### config.mk
export PLATFORM = sky130hd
export DESIGN_NAME = wdog_edge_timer
export DESIGN_NICKNAME = d
export VERILOG_FILES = /design/src/rtl/wdt_pkg.sv /design/src/rtl/wdt_sync.sv /design/src/rtl/wdt_edge.sv /design/src/rtl/wdt_counter.sv /design/src/rtl/wdog_edge_timer.sv
export SDC_FILE = /design/constraint.sdc
export NUM_CORES = 1
export LEC_CHECK = 0
export BUFFER_PORTS_ARGS = -buffer_cell sky130_fd_sc_hd__buf_2
export CELL_PAD_IN_SITES_DETAIL_PLACEMENT = 0
export CELL_PAD_IN_SITES_GLOBAL_PLACEMENT = 2
export CORE_ASPECT_RATIO = 0.75
export CORE_UTILIZATION = 43
export CTS_CLUSTER_DIAMETER = 30
export DETAILED_ROUTE_END_ITERATION = 7
export GPL_TIMING_DRIVEN = 0
export PLACE_DENSITY = 0.8
export SYNTH_ARGS = -nofsm -noshare
export SYNTH_HDL_FRONTEND = slang
export SYNTH_SLANG_ARGS = --single-unit
### constraint.sdc
create_clock -name clk -period 4.9 [get_ports clk]
set_input_delay 0.98 -clock clk [delete_from_list [all_inputs] [get_ports clk]]
set_output_delay 0.98 -clock clk [all_outputs]
set_load 0.05 [all_outputs]
### src/rtl/wdt_pkg.sv
package wdt_pkg;
  localparam int unsigned CNT_W = 32;
  typedef logic [CNT_W-1:0] wdt_cnt_t;
endpackage

### src/rtl/wdt_sync.sv
module wdt_sync #(
  parameter int unsigned STAGES = 2
) (
  input  logic clk,
  input  logic rst_n,
  input  logic d_async,
  output logic q_sync
);
  logic [STAGES-1:0] chain_q;
  logic [STAGES-1:0] chain_d;

  always_comb begin
    chain_d = {chain_q[STAGES-2:0], d_async};
  end

  always_ff @(posedge clk or negedge rst_n) begin
    if (!rst_n) chain_q <= '0;
    else        chain_q <= chain_d;
  end

  assign q_sync = chain_q[STAGES-1];
endmodule

### src/rtl/wdt_edge.sv
module wdt_edge (
  input  logic clk,
  input  logic rst_n,
  input  logic level,
  input  logic floating,
  output logic kick
);
  logic prev_q;
  logic prev_d;

  // prev tracks the level every cycle, so the level present when floating
  // ends is already the reference and that release is not seen as an edge.
  always_comb begin
    prev_d = level;
    kick   = !floating && (level ^ prev_q);
  end

  always_ff @(posedge clk or negedge rst_n) begin
    if (!rst_n) prev_q <= 1'b0;
    else        prev_q <= prev_d;
  end
endmodule

### src/rtl/wdt_counter.sv
module wdt_counter
  import wdt_pkg::*;
#(
  parameter int unsigned TIMEOUT_CYCLES = 80_000_000
) (
  input  logic     clk,
  input  logic     rst_n,
  input  logic     hold,
  input  logic     kick,
  output wdt_cnt_t cnt_q,
  output logic     armed_q,
  output logic     expired
);
  localparam wdt_cnt_t TERM = wdt_cnt_t'(TIMEOUT_CYCLES);

  wdt_cnt_t cnt_d;
  logic     armed_d;
  logic     cnt_en;
  logic     at_term;

  always_comb begin
    at_term = (cnt_q == TERM);
    cnt_en  = hold || kick || (armed_q && !at_term);
    armed_d = armed_q;
    cnt_d   = cnt_q;
    if (hold) begin
      armed_d = 1'b0;
      cnt_d   = '0;
    end else if (kick) begin
      armed_d = 1'b1;
      cnt_d   = '0;
    end else if (armed_q && !at_term) begin
      cnt_d   = cnt_q + wdt_cnt_t'(1);
    end
  end

  always_ff @(posedge clk or negedge rst_n) begin
    if (!rst_n) begin
      cnt_q   <= '0;
      armed_q <= 1'b0;
    end else if (cnt_en) begin
      cnt_q   <= cnt_d;
      armed_q <= armed_d;
    end
  end

  assign expired = armed_q && at_term;
endmodule

### src/rtl/wdog_edge_timer.sv
module wdog_edge_timer
  import wdt_pkg::*;
#(
  parameter int unsigned TIMEOUT_CYCLES = 80_000_000,
  parameter int unsigned SYNC_STAGES    = 2
) (
  input  logic clk,
  input  logic rst_n,
  input  logic wdi_raw,
  input  logic wdi_float,
  input  logic rst_active,
  input  logic supply_low,
  output logic wdo_n
);
  logic     wdi_s;
  logic     kick;
  logic     hold;
  logic     expired;
  logic     armed_q;
  wdt_cnt_t cnt_q;

  assign hold = wdi_float || rst_active;

  wdt_sync #(.STAGES(SYNC_STAGES)) u_sync (
    .clk     (clk),
    .rst_n   (rst_n),
    .d_async (wdi_raw),
    .q_sync  (wdi_s)
  );

  wdt_edge u_edge (
    .clk      (clk),
    .rst_n    (rst_n),
    .level    (wdi_s),
    .floating (wdi_float),
    .kick     (kick)
  );

  wdt_counter #(.TIMEOUT_CYCLES(TIMEOUT_CYCLES)) u_cnt (
    .clk     (clk),
    .rst_n   (rst_n),
    .hold    (hold),
    .kick    (kick),
    .cnt_q   (cnt_q),
    .armed_q (armed_q),
    .expired (expired)
  );

  assign wdo_n = !(expired || supply_low);
endmodule

==> metrics.md <==
| Metric | Value |
|---|---|
| Status | finished, final reports clean |
| Hold_sp | u_sync.chain_q[0] |
| Final min period | 3.11 ns |
| Worst Hold Class | reg -> reg |
| CP startpoint kind | flop |
| Vias | 1404 |
| Post-route cell area | 0.00205 sq mm |
| Core footprint | 0.00410 sq mm |
| Clk slew on worst S/H paths | 0.07 ns |
| Port buffer count | 6 |
| Synth Area in Simple Gates | 0.285 |
| Most frequent cells in the layout | dfrtp_1 (36), nor2_1 (32), xor2_1 (25), nand4_1 (13), nand3_1 (9) |
| Chip Width | 77.8 microns |
| Die Ht | 58.9 microns |
| Storage cell area | 901 sq um |
| Wire per inst | 16.5 microns |
| Total global routing overflow | 0 |
| R2R Path End | u_cnt.cnt_q[1] |
| Multi-input logic area | 912 sq um |
| FF-to-FF path depth | 7 |
| P&R area growth vs syn | 10.3% |
| Max VDD drop | 0.147 mV |
| CP cell instances | inv_1 -> ha_1 -> nor4b_1 -> nand4_1 -> nor2_1 -> a21oi_1 -> buf_2 |
| Distinct cell type count after synthesis | 30 |
| Relative slew slack | 0.411 |
| Pleak | 0.844 nW |
| # Max-Cap Violations | 0 |
| Via/cell ratio | 5.55 |
| Hold Crit Endpoint | u_sync.chain_q[1] |
| Root Buffer Master | clkbuf_8 |
| Power share of the combinational group | 0.041 |
| Initial antenna violation count | 0 |
| Actual slew at the worst max-slew pin | 0.877 ns |
| Std-Cell Rows | 20 |
| Die area | 0.00458 sq mm |
| Crit path kind | reg -> out |
| Routability cong. | 0.764 |
| Largest family of logic cells by synthesized area | simple AND/OR/NAND/NOR gates |
| Initial Util | 0.452 |
| Overall Power | 0.540 mW |
| Worst path slowest cell | nand4_1 |
| Sequential area share after synthesis | 0.486 |
| Post-Route WL | 4.18 mm |
| Net Count, Synth | 192 |
| Final Hold Fails | 0 |
| Crit Path Max Fanout | 8 |
| Post-synthesis mux area share | 0.00540 |
| Setup TNS | 0 ns |
| Final Cycle Share | 0.635 |
| Filler instances | 403 |
| Commonest non-fill, non-tap cell in the layout | dfrtp_1 |
| YS warnings | 0 |
| Synth Area in Adders | 0.0135 |
| Setup-failing EPs final | 0 |
| Net switching power | 0.124 mW |
| Worst path required time | 3.92 ns |
| DR pass1 iterations | 4 |
| Worst path max stage delay | 0.42 ns |
| Gr usage total | 0.207 |
| Crit path DAT | 2.13 ns |
| Compound-Gate Fraction of Synth Area | 0.0553 |
| Layout cells sized above 1 | 0.116 |
| Clock Power Share | 0.403 |
| Sequential cell fraction of total power | 0.556 |
| Syn Std Cell Area | 0.00185 sq mm |
| Mean Syn Cell Area | 10.1 sq um |
| Maximum clock frequency | 321 MHz |
| Iter 0 DRT Violations | 33 |
| Top Layer Used | met4 |
| CP endpoint kind | output pin |
| CTS Buf Count | 5 |
| Cell Pwr Density | 264 mW/mm^2 |
| Clk sinks | 36 |
| Clk_lat worst skew | 0.28 ns |
| First-pass GRT wire length | 7.05 mm |
| Xor and xnor fraction of the mapped netlist area | 0.132 |
| Setup bufs post-CTS | 0 |
| Worst-case clock skew | 0.00519 ns |
| CTS Hold Buffers Added | 0 |
| Met3 Wirelength | 166 microns |
| Clock buffer depth | 2 |
| H-tree depth | 2 |
| Internal | 0.416 mW |
| Reg2reg start | u_cnt.cnt_q[0] |
| Routed Antenna Nets | 0 |
| Switching part of the total | 0.229 |
| ANT cells | 0 |
| Met2 routed WL | 1.89 mm |
| DRT met1 WL | 2.10 mm |
| # DRC | 0 |
| I/O pins | 7 |
| DP Area | 0.00195 sq mm |
| Pins Over Slew Limit | 0 |
| RSZ-0062 raised after global routing | no |
| R2r setup slk | 2.74 ns |
| Nets@finish | 205 |
| Post-CTS sizing | 0 |
| Register bit total from synthesis | 36 |
| Largest net degree at the start of global routing | 37 |
| Vias in the first global route | 1418 |
| Worst Hold Depth | 0 |
| CTS tree | built |
| Cells after synthesis | 184 |
| DPL Wire Length | 2.90 mm |
[worst max path at each step]
stage	from	end
final	u_cnt.cnt_q[0]	wdo_n
after global routing	u_cnt.cnt_q[0]	wdo_n
after CTS	u_cnt.cnt_q[0]	wdo_n
after detailed placement	u_cnt.cnt_q[0]	wdo_n
after global placement	u_cnt.cnt_q[0]	wdo_n
after floorplan	u_cnt.cnt_q[0]	wdo_n
[through the flow]
step | worst slack [ns] | hold slack (ns) | instances | util
after floorplan | 2.10 | 0.331 | 184 | -
after global placement | 2.14 | 0.344 | 245 | 0.476
after detailed placement | 2.11 | 0.345 | 245 | 0.476
after CTS | 1.78 | 0.365 | 253 | 0.498
after global routing | 1.64 | 0.382 | 253 | 0.498
final | 1.79 | 0.360 | 253 | 0.498
[cells by family (layout without fill, tap and decap cells)]
| logic type | after synthesis | count (layout) |
|---|---|---|
| AOI/OAI and AO/OA | 16 | 16 |
| buffers and inverters | 9 | 23 |
| DFF | 36 | 36 |
| muxes | 1 | 1 |
| and+or+nand+nor | 92 | 92 |
| adders and majority gates | 2 | 2 |
| xor gates and xnor gates | 28 | 28 |
[power groups by stage]
stage	logic [mW]	registers [mW]	clock network (mW)
2_1_floorplan	0.0105	0.306	0
3_5_place_dp	0.0227	0.306	0
6_report	0.0220	0.300	0.218
3_3_place_gp	0.0222	0.306	0
4_1_cts	0.0227	0.300	0.223
5_1_grt	0.0248	0.300	0.240
[per-layer routing]
layer  track usage  up-vias
met3        0.0512        2
met1         0.293      702
met4        0.0566        0
met2         0.320       20
met5             0        -
li1              -      680
[critical path, delay by kind of cell (launching register included)]
kind	cells	cell delay [ns]
flops	1	0.41
simple gates	3	0.85
compound gates	1	0.08
buf+inv	2	0.33
fa+ha+maj	1	0.17
[cell usage after synthesis]
| master | n | area, sq um |
|---|---|---|
| nor4_4 | 2 | 42.5 |
| inv_1 | 4 | 15.0 |
| o21ai_2 | 1 | 8.76 |
| clkbuf_1 | 4 | 15.0 |
| and3_2 | 1 | 7.51 |
| o2111ai_1 | 3 | 26.3 |
| nor4_1 | 2 | 12.5 |
| and4_1 | 4 | 35.0 |
| ha_1 | 2 | 25.0 |
| o211ai_1 | 3 | 22.5 |
| a21oi_1 | 5 | 25.0 |
| nand4_4 | 1 | 21.3 |
| mux2i_1 | 1 | 10.0 |
| nand2_2 | 2 | 12.5 |
| nand3_1 | 9 | 45.0 |
| xnor2_1 | 3 | 26.3 |
| and2_1 | 2 | 12.5 |
| nor2_1 | 32 | 120 |
| nor3_1 | 5 | 25.0 |
| xor2_1 | 25 | 219 |
| nand2_1 | 7 | 26.3 |
| nor4bb_1 | 1 | 10.0 |
| o21ai_0 | 4 | 20.0 |
| or3_1 | 4 | 25.0 |
| nor4b_1 | 3 | 26.3 |
| and3_1 | 3 | 18.8 |
| buf_6 | 1 | 11.3 |
| or3_2 | 1 | 7.51 |
| dfrtp_1 | 36 | 901 |
| nand4_1 | 13 | 81.3 |
[registers in the layout, summed over array words and instances (netlist names)]
signal and count:
u_cnt.cnt_q 32, u_sync.chain_q 2, u_cnt.armed_q 1, u_edge.prev_q 1
[layout make-up]
type	count	share of cell area
clock buffer	6	0.0404
timing repair buffer	6	0.0147
multi-input combinational	139	0.446
buffer	5	0.0128
sequential	36	0.440
tap	55	0.0336
clock inverter	2	0.00489
inverter	4	0.00734
Note: power is estimated with default switching activity, not from simulation.
